`config.mk`:
```
export PLATFORM = sky130hd
export DESIGN_NAME = decay_clock_est
export DESIGN_NICKNAME = d
export VERILOG_FILES = /design/src/rtl/decay_est_pkg.sv /design/src/rtl/decay_vote_acc.sv /design/src/rtl/decay_bsearch.sv /design/src/rtl/decay_clock_est.sv
export SDC_FILE = /design/constraint.sdc
export NUM_CORES = 1
export LEC_CHECK = 0
export BUFFER_PORTS_ARGS = -buffer_cell sky130_fd_sc_hd__buf_2
export CORE_MARGIN = 2
export CORE_UTILIZATION = 63
export CTS_BUF_LIST = sky130_fd_sc_hd__clkbuf_2
export CTS_CLUSTER_DIAMETER = 80
export DETAILED_ROUTE_END_ITERATION = 10
export PLACE_DENSITY = 0.95
export SYNTH_ARGS = -nofsm -noshare
export SYNTH_HDL_FRONTEND = slang
export SYNTH_SLANG_ARGS = --single-unit
```
`constraint.sdc`:
```
create_clock -name clk -period 5.85 [get_ports clk]
set_input_delay 0.585 -clock clk [delete_from_list [all_inputs] [get_ports clk]]
set_output_delay 0.585 -clock clk [all_outputs]
set_load 0.005 [all_outputs]
```
`src/rtl/decay_est_pkg.sv`:
```
package decay_est_pkg;

  // A group is decayed only on a strict majority of zeros; a tie holds.
  function automatic bit group_is_decayed(input int zeros, input int gsize);
    return (zeros * 2) > gsize;
  endfunction

  // Midpoint of the open search interval [lo, hi).
  function automatic int search_mid(input int lo, input int hi);
    return (lo + hi) / 2;
  endfunction

  // Order position of a member inside a group.
  function automatic int order_pos(input int grp, input int member, input int gsize);
    return grp * gsize + member;
  endfunction

  // Upper bound on probes for a search over n groups: ceil(log2(n+1)).
  function automatic int probe_bound(input int n);
    int b;
    b = 0;
    while ((1 << b) < (n + 1)) b++;
    return b;
  endfunction

endpackage

```
`src/rtl/decay_vote_acc.sv`:
```
module decay_vote_acc #(
  parameter int GSIZE = 4,
  localparam int CNT_W = $clog2(GSIZE + 1)
) (
  input  logic             clk,
  input  logic             rst_n,
  input  logic             sample_en,
  input  logic             sample_last,
  input  logic             cell_zero,
  output logic [CNT_W-1:0] zeros_so_far,
  output logic             verdict_decayed
);
  import decay_est_pkg::*;

  logic [CNT_W-1:0] zero_cnt;
  logic [CNT_W-1:0] zero_total;

  assign zero_total      = zero_cnt + CNT_W'(cell_zero);
  assign zeros_so_far    = zero_cnt;
  assign verdict_decayed = group_is_decayed(int'(zero_total), GSIZE);

  always_ff @(posedge clk or negedge rst_n) begin
    if (!rst_n) begin
      zero_cnt <= '0;
    end else if (sample_en) begin
      if (sample_last) zero_cnt <= '0;
      else             zero_cnt <= zero_total;
    end
  end

  // the accumulated zero count never exceeds the group size
  assert_vote_range_R3: assert property (@(posedge clk) disable iff (!rst_n)
    int'(zero_cnt) < GSIZE);

  // a fresh group always starts counting from zero
  assert_vote_clear_R3: assert property (@(posedge clk) disable iff (!rst_n)
    (sample_en && sample_last) |=> (zero_cnt == '0));

endmodule

```
`src/rtl/decay_bsearch.sv`:
```
module decay_bsearch #(
  parameter int NGROUPS = 16,
  localparam int RES_W = $clog2(NGROUPS + 1)
) (
  input  logic             clk,
  input  logic             rst_n,
  input  logic             load,
  input  logic             step,
  input  logic             step_decayed,
  output logic [RES_W-1:0] mid,
  output logic             fin_next,
  output logic [RES_W-1:0] res_next
);
  import decay_est_pkg::*;

  logic [RES_W-1:0] lo, hi;
  logic [RES_W-1:0] lo_n, hi_n;

  assign mid      = RES_W'(search_mid(int'(lo), int'(hi)));
  assign lo_n     = step_decayed ? (mid + RES_W'(1)) : lo;
  assign hi_n     = step_decayed ? hi : mid;
  assign fin_next = (lo_n == hi_n);
  assign res_next = lo_n;

  always_ff @(posedge clk or negedge rst_n) begin
    if (!rst_n) begin
      lo <= '0;
      hi <= '0;
    end else if (load) begin
      lo <= '0;
      hi <= RES_W'(NGROUPS);
    end else if (step) begin
      lo <= lo_n;
      hi <= hi_n;
    end
  end

  // the search window never inverts
  assert_window_order_R4: assert property (@(posedge clk) disable iff (!rst_n)
    lo <= hi);

  // a probe is only taken inside a non-empty window
  assert_probe_inside_R4: assert property (@(posedge clk) disable iff (!rst_n)
    step |-> (lo < hi) && (mid < hi));

endmodule

```
`src/rtl/decay_clock_est.sv`:
```
module decay_clock_est #(
  parameter int NGROUPS = 16,
  parameter int GSIZE   = 4,
  parameter int CELL_AW = 8,
  localparam int LEN   = NGROUPS * GSIZE,
  localparam int IDX_W = $clog2(LEN),
  localparam int RES_W = $clog2(NGROUPS + 1)
) (
  input  logic               clk,
  input  logic               rst_n,
  input  logic               start_init,
  input  logic               start_full,
  input  logic               start_est,
  output logic [IDX_W-1:0]   tbl_idx,
  input  logic [CELL_AW-1:0] tbl_cell,
  output logic [CELL_AW-1:0] cell_addr,
  output logic               cell_set,
  input  logic               cell_rdata,
  output logic               busy,
  output logic               done,
  output logic               full_decayed,
  output logic [RES_W-1:0]   est_groups
);
  import decay_est_pkg::*;

  localparam int MEM_W     = (GSIZE > 1) ? $clog2(GSIZE) : 1;
  localparam int CNT_W     = $clog2(GSIZE + 1);
  localparam int PROBE_MAX = probe_bound(NGROUPS);

  typedef enum logic [1:0] {S_IDLE, S_INIT, S_PROBE} state_t;

  state_t           st;
  logic             op_full;
  logic [IDX_W-1:0] init_pos;
  logic [MEM_W-1:0] member;

  // Named internal events
  logic             accept_init, accept_full, accept_est;
  logic             probe_read, probe_last, init_last;
  logic             search_step;
  logic [RES_W-1:0] probe_grp;
  logic             verdict_decayed;
  logic [CNT_W-1:0] zeros_so_far;
  logic [RES_W-1:0] mid;
  logic             search_fin;
  logic [RES_W-1:0] search_res;

  assign accept_init = (st == S_IDLE) && start_init;
  assign accept_full = (st == S_IDLE) && !start_init && start_full;
  assign accept_est  = (st == S_IDLE) && !start_init && !start_full && start_est;

  assign probe_read  = (st == S_PROBE);
  assign probe_last  = probe_read && (int'(member) == GSIZE - 1);
  assign init_last   = (st == S_INIT) && (int'(init_pos) == LEN - 1);
  assign search_step = probe_last && !op_full;

  assign probe_grp = op_full ? RES_W'(NGROUPS - 1) : mid;
  assign tbl_idx   = (st == S_INIT) ? init_pos
                   : IDX_W'(order_pos(int'(probe_grp), int'(member), GSIZE));
  assign cell_addr = tbl_cell;
  assign cell_set  = (st == S_INIT);
  assign busy      = (st != S_IDLE);

  decay_vote_acc #(.GSIZE(GSIZE)) u_vote (
    .clk             (clk),
    .rst_n           (rst_n),
    .sample_en       (probe_read),
    .sample_last     (probe_last),
    .cell_zero       (!cell_rdata),
    .zeros_so_far    (zeros_so_far),
    .verdict_decayed (verdict_decayed)
  );

  decay_bsearch #(.NGROUPS(NGROUPS)) u_search (
    .clk          (clk),
    .rst_n        (rst_n),
    .load         (accept_est),
    .step         (search_step),
    .step_decayed (verdict_decayed),
    .mid          (mid),
    .fin_next     (search_fin),
    .res_next     (search_res)
  );

  always_ff @(posedge clk or negedge rst_n) begin
    if (!rst_n) begin
      st           <= S_IDLE;
      op_full      <= 1'b0;
      init_pos     <= '0;
      member       <= '0;
      done         <= 1'b0;
      full_decayed <= 1'b0;
      est_groups   <= '0;
    end else begin
      done <= 1'b0;
      unique case (st)
        S_IDLE: begin
          if (accept_init) begin
            st       <= S_INIT;
            init_pos <= '0;
          end else if (accept_full || accept_est) begin
            st      <= S_PROBE;
            op_full <= accept_full;
            member  <= '0;
          end
        end
        S_INIT: begin
          init_pos <= init_pos + IDX_W'(1);
          if (init_last) begin
            st   <= S_IDLE;
            done <= 1'b1;
          end
        end
        S_PROBE: begin
          if (probe_last) begin
            member <= '0;
            if (op_full) begin
              full_decayed <= verdict_decayed;
              done         <= 1'b1;
              st           <= S_IDLE;
            end else if (search_fin) begin
              est_groups <= search_res;
              done       <= 1'b1;
              st         <= S_IDLE;
            end
          end else begin
            member <= member + MEM_W'(1);
          end
        end
        default: st <= S_IDLE;
      endcase
    end
  end

  // Probe counter for the search-length bound
  logic [7:0] probes_done;
  always_ff @(posedge clk or negedge rst_n) begin
    if (!rst_n)           probes_done <= '0;
    else if (accept_est)  probes_done <= '0;
    else if (search_step) probes_done <= probes_done + 8'd1;
  end

  // no estimate takes more probes than the logarithmic bound
  assert_probe_bound_R5: assert property (@(posedge clk) disable iff (!rst_n)
    search_step |-> (int'(probes_done) < PROBE_MAX));

  // the full check never presents an order position before the last group
  assert_full_last_group_R6: assert property (@(posedge clk) disable iff (!rst_n)
    (probe_read && op_full) |-> (int'(tbl_idx) >= LEN - GSIZE));

  // done lasts a single cycle
  assert_done_pulse_R9: assert property (@(posedge clk) disable iff (!rst_n)
    done |=> !done);

  // the estimate output moves only on a completed estimate
  assert_est_hold_R9: assert property (@(posedge clk) disable iff (!rst_n)
    !(search_step && search_fin) |=> $stable(est_groups));

  // memory writes only occur inside a busy operation
  assert_set_busy_R10: assert property (@(posedge clk) disable iff (!rst_n)
    cell_set |-> busy);

  // once running, a new start never returns the block to idle early
  assert_no_restart_R8: assert property (@(posedge clk) disable iff (!rst_n)
    (busy && !done && !init_last && !probe_last) |=> busy);

endmodule

```
## Word level (Yosys, flattened, before mapping)

Cells that the tools add are included.

| word-level totals | value |
|---|---|
| register bits after elaboration | 31 |
| logic and storage cells | 84 |
| latch bits | 0 |
| memory bits (read-only) | 0 |
| memories | 0 |
| bits in writable memories | 0 |
| bits of input ports | 14 |

| cells by class | value |
|---|---|
| equality and inequality tests | 12 |
| shift operators | 0 |
| magnitude comparators | 1 |
| divide/modulo/power cells | 0 |
| bitwise logic cells | 3 |
| multipliers | 0 |
| reduce and logical (&&, ||, !) cells | 24 |
| multiplexer cells | 27 |
| add/sub/neg operators | 7 |

Operators by type and width:

| cell | number |
|---|---|
| 5-bit two-way mux | 6 |
| 2-bit two-way mux | 9 |
| 6-bit two-way mux | 2 |
| 6-bit case mux with 2 select lines | 1 |
| 3-bit AND reduction | 3 |
| 1-bit logical AND | 8 |
| 4-bit AND reduction | 2 |
| 2-bit nonzero test | 4 |
| 5-bit by 5-bit adder with 6-bit output | 1 |
| 6-bit by 1-bit adder with 6-bit output, second input constant | 1 |
| 6-bit by 2-bit adder with 6-bit output | 1 |
| 6-bit by 1-bit == test with 1-bit output, second input constant | 1 |
| 2-bit by 1-bit != test with 1-bit output, second input constant | 3 |
| 3-bit by 2-bit != test with 1-bit output, second input constant | 2 |
| 2-bit case mux with 3 select lines | 1 |
| 5-bit by 1-bit adder with 5-bit output | 1 |
| 5-bit by 1-bit adder with 5-bit output, second input constant | 1 |
| 5-bit == test | 1 |
| 2-bit by 1-bit == test with 1-bit output, second input constant | 2 |
| 4-bit by 3-bit > comparator with 1-bit output, second input constant | 1 |
| 1-bit zero test | 4 |
| 1-bit two-way mux | 4 |
| 4-bit two-way mux | 1 |
| 2-bit != test, second input constant | 2 |
| other kinds (11) | 12 |

## Logic depth before layout (Yosys ltp)

Gate-level depths: netlist of run 1.

| logic depth | value |
|---|---|
| depth in word-level cells | 10 |
| gate-level depth with buffers | 11 |
| depth with buffers taken out | 11 |

## Modules after synthesis

Synthesis of run 1 repeated with hierarchy kept, for this count alone.

| unflattened totals | value |
|---|---|
| cells, all modules | 243 |
| area total of the unflattened synthesis | 2,203.4 um^2 |

By module, submodules not included:

| module | instances | sequential area each (um^2) | area an instance (um^2) | cells each |
|---|---|---|---|---|
| decay_clock_est | 1 | 450.4 | 1,086.0 | 112 |
| decay_bsearch | 1 | 250.2 | 937.1 | 113 |
| decay_vote_acc | 1 | 75.1 | 180.2 | 18 |

## Worst setup path before layout of run 1

OpenSTA, ideal clock, no wires.

| timing | value |
|---|---|
| kind | reg2reg |
| from | register u_search.lo[0] |
| to | register est_groups[0] |
| setup slack | 2,973 ps |
| period minus slack after synthesis | 2,877 ps |
| path buffers | 0 |
| cell stages (with the launch flop) | 12 |
| arrival time | 2,753 ps |
| required time | 5,725 ps |
| cells stage by stage | dfrtp_1 -> inv_1 -> nor2_1 -> fa_1 -> xor2_2 -> ha_1 -> xnor2_1 -> a31oi_1 -> a22oi_1 -> o211ai_2 -> nor4_4 -> mux2_2 |

| between the ends | value |
|---|---|
| word-level cells in the longest chain between the ends | 7 |
| elaborated cells on any way between the ends | 8 |

Ends and longest elaborated chain:

| what | RTL line | source |
|---|---|---|
| start: declaration | decay_bsearch.sv:16 | `logic [RES_W-1:0] lo, hi;` |
| start signal: assignment | decay_bsearch.sv:33 | `lo <= lo_n;` |
| 5-bit by 5-bit adder with 6-bit output | decay_est_pkg.sv:10 | `return (lo + hi) / 2;` |
| 1-bit AND (no line) | n/a |  |
| 5-bit by 1-bit adder with 5-bit output (no line) | n/a |  |
| 5-bit by 1-bit adder with 5-bit output | decay_bsearch.sv:20 | `assign lo_n = step_decayed ? (mid + RES_W'(1)) : lo;` |
| 5-bit two-way mux | decay_bsearch.sv:20 |  |
| 5-bit == test | decay_bsearch.sv:22 | `assign fin_next = (lo_n == hi_n);` |
| 4-bit AND reduction (no line) | n/a |  |
| end signal: assignment | decay_clock_est.sv:122 | `est_groups <= search_res;` |
| end: declaration | decay_clock_est.sv:22 | `output logic [RES_W-1:0] est_groups` |

Parallel ways exist; a longest one is shown, timed or not.
A chain may end at the register's enable or synchronous reset.

## Final worst setup path of run 1

Same ends and word-level chain as after synthesis.

==> results of run 1 <==
[power breakdown]
part | internal, uW | total, uW | switching, uW
sequential | 248 | 295 | 46.4
combinational | 135 | 345 | 210
clock | 115 | 200 | 85.4
total | 498 | 840 | 341
[final timing paths]
path                                  end  slack, ns  depth (start not counted)
max                         est_groups[0]       2.56                         11
min                        u_search.hi[2]       0.20                          1
max reg2reg                 est_groups[0]       2.56                         11
max in group asynchronous    full_decayed       5.20                          1
min reg2reg                  full_decayed       0.51                          2
min in group clk                  op_full       0.46                          2
[layer usage]
metal  part of all wire [%]  global-route usage, %  wire length (um)  up-vias
li1                       -                      -                 -      940
met4                    1.3                   11.1                69        0
met3                    8.3                   5.89               424        9
met5                      0                      0                 0        -
met1                     43                   38.7              2200      907
met2                     47                   45.3              2420      113
[flip-flops by register name (all words and copies together), names as in the netlist]
name / cells
member: 2
full_decayed: 1
st: 2
op_full: 1
u_search.hi: 5
est_groups: 5
done: 1
init_pos: 6
u_vote.zeros_so_far: 3
u_search.lo: 5
[metrics by stage]
step / cell area, um2 / instances / total power, uW / setup slack [ns] / util, %
after detailed placement: 2290 / 309 / 632 / 2.55 / 68.1
after floorplan: 2220 / 259 / 540 / 2.97 / -
final: 2380 / 317 / 840 / 2.56 / 70.8
after global routing: 2380 / 317 / 900 / 2.38 / 70.8
after CTS: 2380 / 317 / 832 / 2.61 / 70.8
after global placement: 2290 / 309 / 618 / 2.62 / 68.1
[logic make-up (layout without fill, tap and decap cells)]
family | after synthesis | after routing | share of synthesized area, %
adder cells (fa/ha/maj) | 13 | 13 | 7.66
buffers and inverters | 31 | 43 | 6.59
XOR/XNOR | 12 | 12 | 5.69
multiplexers | 10 | 10 | 4.84
AND/OR/NAND/NOR | 99 | 99 | 21.5
flip-flops | 31 | 31 | 34.9
AO/OA/AOI/OAI | 63 | 63 | 18.9
[layout by cell type (no fill, tap or decap), drive strengths merged, types with 3 or more instances in the layout]
cell,count
nand2,33
dfrtp,31
nor2,29
buf,20
a21oi,16
inv,15
o21ai,15
nand3,14
ha,12
xnor2,7
nor3,6
mux2,6
clkbuf,5
a21o,4
mux2i,4
o211ai,4
xor2,4
a31oi,3
a22o,3
nor4,3
[critical path: stages, from the launching register on]
cell and delay (ns):
dfrtp_1 0.46, inv_1 0.09, nor2_1 0.06, fa_1 0.43, xor2_2 0.33, ha_1 0.32, xnor2_1 0.21, a31oi_1 0.11
a22oi_1 0.29, o211ai_2 0.20, nor4_4 0.32, mux2_2 0.39
[area by class of cell]
type	instances	area, um2
Fill cell	260	981
Inverter	15	56.3
Clock buffer	5	25.0
Clock inverter	3	67.6
Sequential cell	31	776
Timing Repair Buffer	20	100
Multi-Input combinational cell	197	1300
Tap cell	46	57.6
[synth_stat cells (all sizes together), types with 4 or more instances]
| cell | count |
|---|---|
| nand2 | 33 |
| dfrtp | 31 |
| nor2 | 29 |
| a21oi | 16 |
| inv | 15 |
| o21ai | 15 |
| nand3 | 14 |
| ha | 12 |
| buf | 8 |
| clkbuf | 8 |
| xnor2 | 7 |
| mux2 | 6 |
| nor3 | 6 |
| a21o | 4 |
| mux2i | 4 |
| o211ai | 4 |
| xor2 | 4 |
==> results.md, run 1 <==
* CTS Buf Count at 5
* Post-synth cell types at 50
* CP max FO at 5
* Remaining antenna violation count after routing at 0
* VDD IR max at 0.282 mV
* Antenna violations before repair at 0
* Drt wl/cell at 16.1 um
* Die X at 63.4 um
* Status: completed
* Leak pwr at 0.00109 uW
* Cts hold-fix bufs at 0
* Ys async rst share at 100%
* Final worst path period share at 56.3%
* Layout net count at 297
* Gr ovfl total at 0
* Syn nets at 286
* Clk_lat worst skew at 0.40 ns
* R2r startpoint: u_search.lo[0]
* Std-Cell Rows at 21
* CORE AREA at 3360 um2
* Largest net degree at the start of global routing at 32
* Ports at 37
* # port buffers at 20
* Diodes inserted at 0
* Required @ worst endpoint at 6.15 ns
* Final setup violating endpoints at 0
* Clock transition at path regs at 0.18 ns
* Die H at 63.4 um
* Routability Congestion at 0.948
* Max Root-Sink Buffers at 2
* Vias in the first global route at 1,892
* Post-synth EDFFs at 0
* Avg Inst Size Synth at 8.58 um2
* CTS sink cnt at 31
* Synthesized instance count at 259
* Fraction of layout cells with a size suffix above 1 at 15.1%
* CP startpoint: u_search.lo[0]
* Die area at 4020 um2
* Fin Setup TNS at 0 ns
* Sequential element share of the synthesized area at 34.9%
* Slew Viols, Final at 0
* Hold Slack at 0.198 ns
* DRT iter0 DRCs at 154
* DR DRC count at 0
* Total Routing Usage GR at 28.6%
* Leading area contributor after synthesis: dfrtp_1
* RSZ-0062 raised after global routing: no
* Pwr/cell area at 352 nW/um2
* Cell Area, Synth at 2220 um2
* Least-Margin Pin Slew at 1.00 ns
* Hold Vio Cnt, Final at 0
* Synth warn at 0
* Drt pass-1 iters at 5
* Worst Setup End Kind: flip-flop
* Min Tclk post-route at 3.29 ns
* Vias/cell at 6.21
* CTS root buf: clkbuf_2
* Critical Path Source Type: flip-flop
* Total setup buffers inserted after CTS at 0
* Drt total wl at 5110 um
* Via count at 1,969
* Yosys reg bits at 31
* Clk_skew at 0.00947 ns
* Initial core utilization at 66.1%
* HP Class: input pin to async pin
* Leading post-synthesis cells by cell area: dfrtp_1 (35%), ha_1 (6.8%), nand2_1 (5.6%)
* Area grow syn2layout at 7.21%
* Critical Path AT at 3.59 ns
* DP Wirelength at 3750 um
* Max Cap Viol at 0
* Resized cells post-CTS at 0
* Post-synth top area share at 34.9%
* Setup CP Type: flip-flop to flip-flop
* CTS tree: done
* Top FF cell, synth: dfrtp_1
* H-tree levels at 2
* Fmax at 304 MHz
* Max_slew headroom at 32.3%
* First-pass GRT wire length at 8960 um
(Power assumes the default switching activity.)
==> run 2: changes to the inputs <==
Settings changed: ABC_AREA from default to 1, CORE_UTILIZATION 63 to 53, PLACE_DENSITY 0.95 to 0.89.
Clock period 5.85 ns to 2.7 ns, I/O delays scaled along.
==> run 2 against run 1 <==
Compared with the run above:
- sequential share of layout area fell by 1.5 points
- highest routed layer unchanged
- sequential power up 100%
- setup slack worse by 2.4 ns
- design area up 5.0%
- critical endpoint unchanged
- critical path type unchanged
- hold slack worse by 0.082 ns
- largest cell class unchanged
- via count up 11%
==> results.md, run 2 <==
* Top Metal Used: met4
* DR DRC count at 0 (unchanged)
* Remaining antenna violation count after routing at 0 (unchanged)
* DP Wirelength at 3760 um (+0.34%)
* Synthesized instance count at 317 (+22%)
* Internal power at 1050 uW (+110%)
* Reg-to-reg critical path endpoint: est_groups[0]
* Critical path's slowest cell: fa_2
* FILL cells at 342 (+32%)
* Synth cell count leaders: nand2_1 (88), inv_1 (53), nand3_1 (42), dfrtp_1 (31), o21ai_0 (15)
* Clock network fraction of design power at 10.7% (-13 points)
* Drt wl/cell at 13.3 um (-18%)
* Clk_skew at 0.0228 ns (+0.0133 ns)
* CP Cell Sequence: nand2_1 > inv_2 > fa_2 > inv_1 > nor2_4 > nand3_1 > nand2_1 > nand3_1 > nand3_1 > nand2_1 > nor2_4 > nand4_2 > nand2_1 > nand2_1
* R2r startpoint: u_search.hi[0]
* Largest net degree at the start of global routing at 32 (unchanged)
* Status: completed
* Syn nets at 344 (+20%)
* Drt pass-1 iters at 5 (unchanged)
* Std-Cell Rows at 23 (+9.5%)
* VDD IR max at 0.681 mV (+140%)
* CTS tree: done
* Diodes inserted at 0 (unchanged)
* R2R setup slack at 0.11 ns (-2.45 ns)
* Initial core utilization at 56.2% (-9.9 points)
* Combinational share of power at 61.7% (+21 points)
* Layout net count at 368 (+24%)
* Synth warn at 0 (unchanged)
* Switch share at 51.5% (+11 points)
* CTS root buf: clkbuf_2
* Worst Setup End Kind: flip-flop
* Final setup violating endpoints at 0 (unchanged)
* Die X at 69.6 um (+9.8%)
* Biggest register: init_pos
* Slew Viols, Final at 0 (unchanged)
* Die H at 69.6 um (+9.8%)
* Vias in the first global route at 1,991 (+5.2%)
* Drt total wl at 5200 um (+1.7%)
* Cell Area, Synth at 2280 um2 (+2.6%)
* Final instance area at 2500 um2 (+5.0%)
* Leading post-synthesis cells by cell area: dfrtp_1 (34%), nand2_1 (14%), nand3_1 (9.2%)
* Leak pwr at 0.00136 uW (+25%)
* Top delay family on crit path: simple AND/OR/NAND/NOR gates
* Max_slew headroom at 53.1% (+21 points)
* Min-Delay Endpoint: op_full
* Fmax at 386 MHz (+27%)
* Required @ worst endpoint at 2.99 ns (-3.16 ns)
* Sequential share of power at 27.5% (-7.6 points)
* Cells on worst reg2reg path at 14 (+3)
* Sequential element share of the synthesized area at 34.0% (-0.90 points)
* Via count at 2,189 (+11%)
* Total Routing Usage GR at 21.9% (-6.7 points)
* CTS Buf Count at 5 (unchanged)
* H-tree levels at 2 (unchanged)
* Ys async rst share at 100% (unchanged)
* Post-synth top area share at 34.0% (-0.90 points)
* Avg Inst Size Synth at 7.20 um2 (-16%)
* HP Class: input pin to flip-flop
* Yosys reg bits at 31 (unchanged)
* WL met1 at 2220 um (+1.2%)
* Hold path startpoint: start_full
* WP buf/inv at 2 (+1)
* CTS sink cnt at 31 (unchanged)
* Commonest non-fill, non-tap cells in the layout: nand2_1 (84), inv_1 (51), nand3_1 (42)
* Most common cell after layout, fill and taps aside: nand2_1
* Min Tclk post-route at 2.59 ns (-0.703 ns)
* Max Root-Sink Buffers at 2 (unchanged)
* Met2 WL at 2500 um (+3.3%)
* Post-synth cell types at 32 (-36%)
* Critical Path AT at 2.88 ns (-0.71 ns)
* Gr ovfl total at 0 (unchanged)
* Most common cell in the synthesized netlist: nand2_1
* Metal3 WL at 334 um (-21%)
* Clk_lat worst skew at 0.40 ns (about the same)
* Antenna violations before repair at 0 (unchanged)
* Die area at 4840 um2 (+21%)
* Least-Margin Pin Slew at 0.704 ns (-0.298 ns)
* Top FF cell, synth: dfrtp_1
* CORE AREA at 4060 um2 (+21%)
* # port buffers at 20 (unchanged)
* Most common cell on crit path: nand2_1
* Hold Vio Cnt, Final at 0 (unchanged)
* Setup CP Type: flip-flop to flip-flop
* Vias/cell at 5.58 (-10%)
* Sw power at 1120 uW (+230%)
* Clock transition at path regs at 0.16 ns (-0.02 ns)
* Ports at 37 (unchanged)
* DRT iter0 DRCs at 196 (+27%)
* Largest register FFs at 6 (unchanged)
* Pwr/cell area at 868 nW/um2 (+150%)
* Final worst path period share at 95.9% (+40 points)
* Critical Path Source Type: flip-flop
* Area grow syn2layout at 9.65%
* Fin Setup TNS at 0 ns (unchanged)
* Post-route core utilization at 61.6% (-9.2 points)
* First-pass GRT wire length at 8660 um (-3.4%)
* Placed inst area at 2380 um2 (+4.1%)
* Post-synth EDFFs at 0 (unchanged)
* Fraction of layout cells with a size suffix above 1 at 17.8% (+2.7 points)
* Max Cap Viol at 0 (unchanged)
* Delay of the slowest critical-path stage at 0.61 ns (+0.15 ns)
* Leading area contributor after synthesis: dfrtp_1
* Routability Congestion at 0.947 (-0.15%)
* CP max FO at 5 (unchanged)
* WHS Path Cells at 3
==> run 2: what timing repair did <==
action | CTS | global route
hold buffers | 1 | 0
endpoints found under the hold margin | 31 | 0
endpoints found under the setup margin | 0 | 8
gates resized for setup | 0 | 11
buffers inserted | 0 | 4
==> run 2: final cells by class <==
class | instances | area [um2] | share of cell area [%]
Clock inverter | 3 | 15.0 | 0.600
Timing Repair Buffer | 28 | 163 | 6.50
Multi-Input combinational cell | 218 | 1250 | 49.8
Clock buffer | 5 | 25.0 | 1.00
Sequential cell | 31 | 776 | 31.0
Inverter | 57 | 214 | 8.55
Tap cell | 50 | 62.6 | 2.50
==> run 2: power by group through the flow <==
stage / combinational, uW / sequential [uW] / clock [uW]
2_1_floorplan: 1000 / 595 / 0
3_3_place_gp: 1230 / 603 / 0
3_5_place_dp: 1270 / 606 / 0
4_1_cts: 1280 / 598 / 231
5_1_grt: 1490 / 608 / 253
6_report: 1340 / 598 / 233
==> run 2: how the worst max path moves through the flow <==
stage,from,end,slack (ns),depth (start not counted)
floorplan,u_search.lo[0],st[1],0.28,21
global placement,u_search.lo[0],est_groups[1],0.16,18
detailed placement,u_search.lo[0],st[0],0.05,21
CTS,u_search.lo[0],st[0],0.02,21
global route,u_search.hi[2],st[0],-0.04,17
finish,u_search.hi[0],est_groups[0],0.11,14
==> run 2: worst reg2reg max path, delay by kind of cell (launching register included) <==
| kind | cells | cell delay (ns) |
|---|---|---|
| AND/OR/NAND/NOR | 11 | 1.24 |
| adder cells (fa/ha/maj) | 1 | 0.61 |
| flip-flops | 1 | 0.44 |
| buffers and inverters | 2 | 0.19 |
==> run 2: cell families after synthesis <==
group	Yosys count	share of synthesized area [%]
XOR/XNOR	3	1.98
adder cells (fa/ha/maj)	13	7.46
AO/OA/AOI/OAI	42	10.8
AND/OR/NAND/NOR	160	32.8
flip-flops	31	34.0
buffers and inverters	68	13.0
==> run 2: per-layer routing <==
layer | vias to the layer above | global-route usage (%)
met5 | - | 0
met2 | 89 | 36.3
met3 | 17 | 4.94
met1 | 1021 | 27.4
li1 | 1062 | -
met4 | 0 | 9.15
==> run 2: stage by stage <==
step                      total power [uW]  instances  worst slack [ns]  hold slack, ns
after floorplan                       1600        317             0.279         -0.0256
after global placement                1840        379             0.155           0.347
after detailed placement              1870        379            0.0514           0.355
after CTS                             2110        388            0.0166           0.120
after global routing                  2350        392           -0.0427           0.107
final                                 2170        392             0.110           0.115
==> run 3: changes to the inputs <==
Settings changed: SYNTH_HIERARCHICAL from default to 1.
==> run 3 against run 2 <==
Compared with the run above:
- register-to-register slack worse by 0.06 ns
- cell count is 2.8% lower
- clock power is 2% lower
- maximum frequency is 2.3% lower
- synthesized cell count is 5.4% lower
- count of clock-buffer cells in the layout is 2 higher
- power is 8.0% higher
- core utilization is 2.3 points higher
- sequential power is 11% higher
- clock skew is 0.014 ns lower
- die area is 3.5% lower
- flip-flop and latch count stayed put
==> results.md, run 3 <==
* Post-synth EDFFs at 0 (unchanged)
* Drt total wl at 5190 um (-0.19%)
* RSZ-0062 raised after global routing: yes
* Std-Cell Rows at 23 (unchanged)
* DP Wirelength at 3640 um (-3.2%)
* Gr ovfl total at 0 (unchanged)
* Leading area contributor after synthesis: dfrtp_1
* Syn nets at 327 (-4.9%)
* Crit. path cell count at 19 (+5)
* Post-synth top area share at 35.3% (+1.3 points)
* Status: completed
* Vias in the first global route at 1,707 (-14%)
* Min-Delay Endpoint: op_full
* Final worst path period share at 98.2% (+2.2 points)
* Leak pwr at 0.00134 uW (-1.4%)
* Min Tclk post-route at 2.65 ns (+0.0599 ns)
* Leading post-synthesis cells by cell area: dfrtp_1 (35%), nand2_1 (13%), inv_1 (7.9%)
* Fraction of layout cells with a size suffix above 1 at 29.0% (+11 points)
* Area grow syn2layout at 16.4%
* Placed insts at 364 (-4.0%)
* Drt pass-1 iters at 5 (unchanged)
* Diodes inserted at 0 (unchanged)
* CTS root buf: clkbuf_2
* Vias/cell at 5.41 (-3.0%)
* DR DRC count at 0 (unchanged)
* FILL cells at 336 (-1.8%)
* Most common cell after layout, fill and taps aside: nand2_1
* CTS Buf Count at 5 (unchanged)
* Initial core utilization at 54.9% (-1.3 points)
* Critical path's slowest cell: dfrtp_1
* Drt wl/cell at 13.6 um (+2.7%)
* DRT iter0 DRCs at 159 (-19%)
* Synth warn at 6 (+6)
* Synth cell count leaders: nand2_1 (78), inv_1 (46), dfrtp_1 (31), nand3_1 (25), o21ai_0 (24)
* CP Cell Sequence: ha_1 > nand2_1 > clkinv_1 > nand2_2 > nand2_1 > nand2_2 > nand2_4 > o21ai_2 > inv_1 > nand2_1 > nand2_1 > nor2_2 > nand2_2 > nor2_4 > nor2_2 > o21ai_2 > nand3_1 > nand2_1 > nand2_1
* Critical Path Source Type: flip-flop
* CTS tree: done
* Routability Congestion at 0.931 (-1.7%)
* Largest register FFs at 6 (unchanged)
* WHS Path Cells at 3 (unchanged)
* CP max FO at 4 (-1)
* Area taken by multi-input logic gates at 1280 um2 (+2.7%)
* Post-route core utilization at 63.9% (+2.3 points)
* Least-Margin Pin Slew at 0.707 ns (+0.00299 ns)
* Hold Vio Cnt, Final at 0 (unchanged)
* Setup ws final at 0.0498 ns (-0.0599 ns)
* First-pass GRT wire length at 7530 um (-13%)
* VDD IR max at 0.636 mV (-6.7%)
* Cell Area, Synth at 2200 um2 (-3.7%)
* Clock transition at path regs at 0.15 ns (about the same)
* Hold path startpoint: start_full
* R2R setup slack at 0.05 ns (-0.06 ns)
* Ys async rst share at 100% (unchanged)
* Max Cap Viol at 0 (unchanged)
* Yosys reg bits at 31 (unchanged)
* CTS sink cnt at 31 (unchanged)
* Final setup violating endpoints at 0 (unchanged)
* Biggest register: init_pos
* WP buf/inv at 2 (unchanged)
* Sequential element share of the synthesized area at 35.3% (+1.3 points)
* R2r startpoint: u_search/lo[2]
* Fin Setup TNS at 0 ns (unchanged)
* H-tree levels at 2 (unchanged)
* Fmax at 377 MHz (-2.3%)
* Avg Inst Size Synth at 7.32 um2 (+1.8%)
* FF/Latch Area at 776 um2 (unchanged)
* Critical Path AT at 2.93 ns (+0.05 ns)
* Clk_skew at 0.00927 ns (-0.0135 ns)
* CORE AREA at 4000 um2 (-1.4%)
* Pwr/cell area at 917 nW/um2 (+5.6%)
* Max_slew headroom at 52.9% (-0.20 points)
* Slew Viols, Final at 0 (unchanged)
* Ports at 37 (unchanged)
* Setup CP Type: flip-flop to flip-flop
* Most common cell on crit path: nand2_1
* # port buffers at 20 (unchanged)
* Post-Layout Cell Count at 381 (-2.8%)
* Reg-to-reg critical path endpoint: st[0]
* Die H at 68.4 um (-1.7%)
* Required @ worst endpoint at 2.98 ns (about the same)
* HP Class: input pin to flip-flop
* Top FF cell, synth: dfrtp_1
* Antenna violations before repair at 0 (unchanged)
* Worst Setup End Kind: flip-flop
* Die X at 68.4 um (-1.7%)
* Die area at 4680 um2 (-3.5%)
* Clk_lat worst skew at 0.36 ns (-0.04 ns)
* Commonest non-fill, non-tap cells in the layout: nand2_1 (70), inv_1 (37), dfrtp_1 (31)
* Top delay family on crit path: simple AND/OR/NAND/NOR gates
* Post-synth cell types at 31 (-3.1%)
* Max Root-Sink Buffers at 2 (unchanged)
* Remaining antenna violation count after routing at 0 (unchanged)
* Delay of the slowest critical-path stage at 0.45 ns (-0.16 ns)
* Most common cell in the synthesized netlist: nand2_1
* Pre-CTS WS at -0.112 ns (-0.164 ns)
* Cells on worst reg2reg path at 19 (+5)
* Layout net count at 357 (-3.0%)
* Largest net degree at the start of global routing at 32 (unchanged)
* Synthesized instance count at 300 (-5.4%)
* Via count at 2,063 (-5.8%)
* Total Routing Usage GR at 21.7% (-0.22 points)
-- run 3: changes by cell type after synthesis, moves of 3 or more --
cell | previous run | this run
inv_1 | 53 | 46
nand2_1 | 88 | 78
nand3_1 | 42 | 25
nand4_1 | 2 | 8
nor2_1 | 7 | 13
o21ai_0 | 15 | 24
o21ai_1 | 1 | 4
o21ai_2 | 1 | 4
o22ai_1 | 13 | 3
-- run 3: through the flow --
stage	power (uW)	area [um2]	hold slack, ns
final	2350	2560	0.183
after global routing	2550	2560	0.185
after CTS	2090	2380	0.172
after detailed placement	1830	2310	0.351
after global placement	1790	2310	0.349
after floorplan	1510	2200	-0.0256
-- run 3: how the worst max path moves through the flow --
stage                                start  slack, ns  endpoint
floorplan                   u_search/lo[1]       0.08     st[0]
global placement            u_search/hi[0]       0.06     st[1]
detailed placement          u_search/lo[1]      -0.11     st[0]
CTS                         u_search/lo[1]       0.04     st[0]
global route        u_vote/zeros_so_far[0]      -0.15     st[0]
finish                      u_search/lo[2]       0.05     st[0]
-- run 3: per-layer routing --
metal / wire length [um] / vias to the layer above / GRT usage (%)
li1: - / 1026 / -
met2: 2560 / 63 / 35.5
met3: 295 / 11 / 4.93
met4: 75 / 0 / 7.75
met5: 0 / - / 0
met1: 2260 / 963 / 27.9
-- run 3: cell families after synthesis --
group	count (synthesis)	share of synthesized area, %
AO/OA/AOI/OAI	48	13.0
XOR/XNOR	2	0.797
adder cells (fa/ha/maj)	13	7.74
buffers and inverters	62	12.8
flip-flops	31	35.3
AND/OR/NAND/NOR	144	30.4
-- run 3: report_power, final --
group	internal (uW)	switching (uW)
logic	560	893
clock network	70.7	158
registers	552	113
total	1180	1160
-- run 3: what timing repair did --
item / in CTS / in global routing
hold buffers: 1 / 0
gates resized for setup: 5 / 40
endpoints found under the setup margin: 7 / 8
endpoints found under the hold margin: 31 / 0
gates cloned: 0 / 1
buffers inserted: 0 / 7
pin swaps: 0 / 20
-- run 3: layout make-up --
class,instances,area share [%]
multi-input cells,208,50.0
flip-flops and latches,31,30.3
repair buffers,34,8.27
inverters,50,7.34
well taps,50,2.45
clock buffers,7,1.37
clock inverters,1,0.196
-- run 3: tightest hold or removal path, delay by kind of cell --
family | cells | cell delay (ns)
buffers and inverters | 2 | 0.17
AOI/OAI and AO/OA | 1 | 0.08
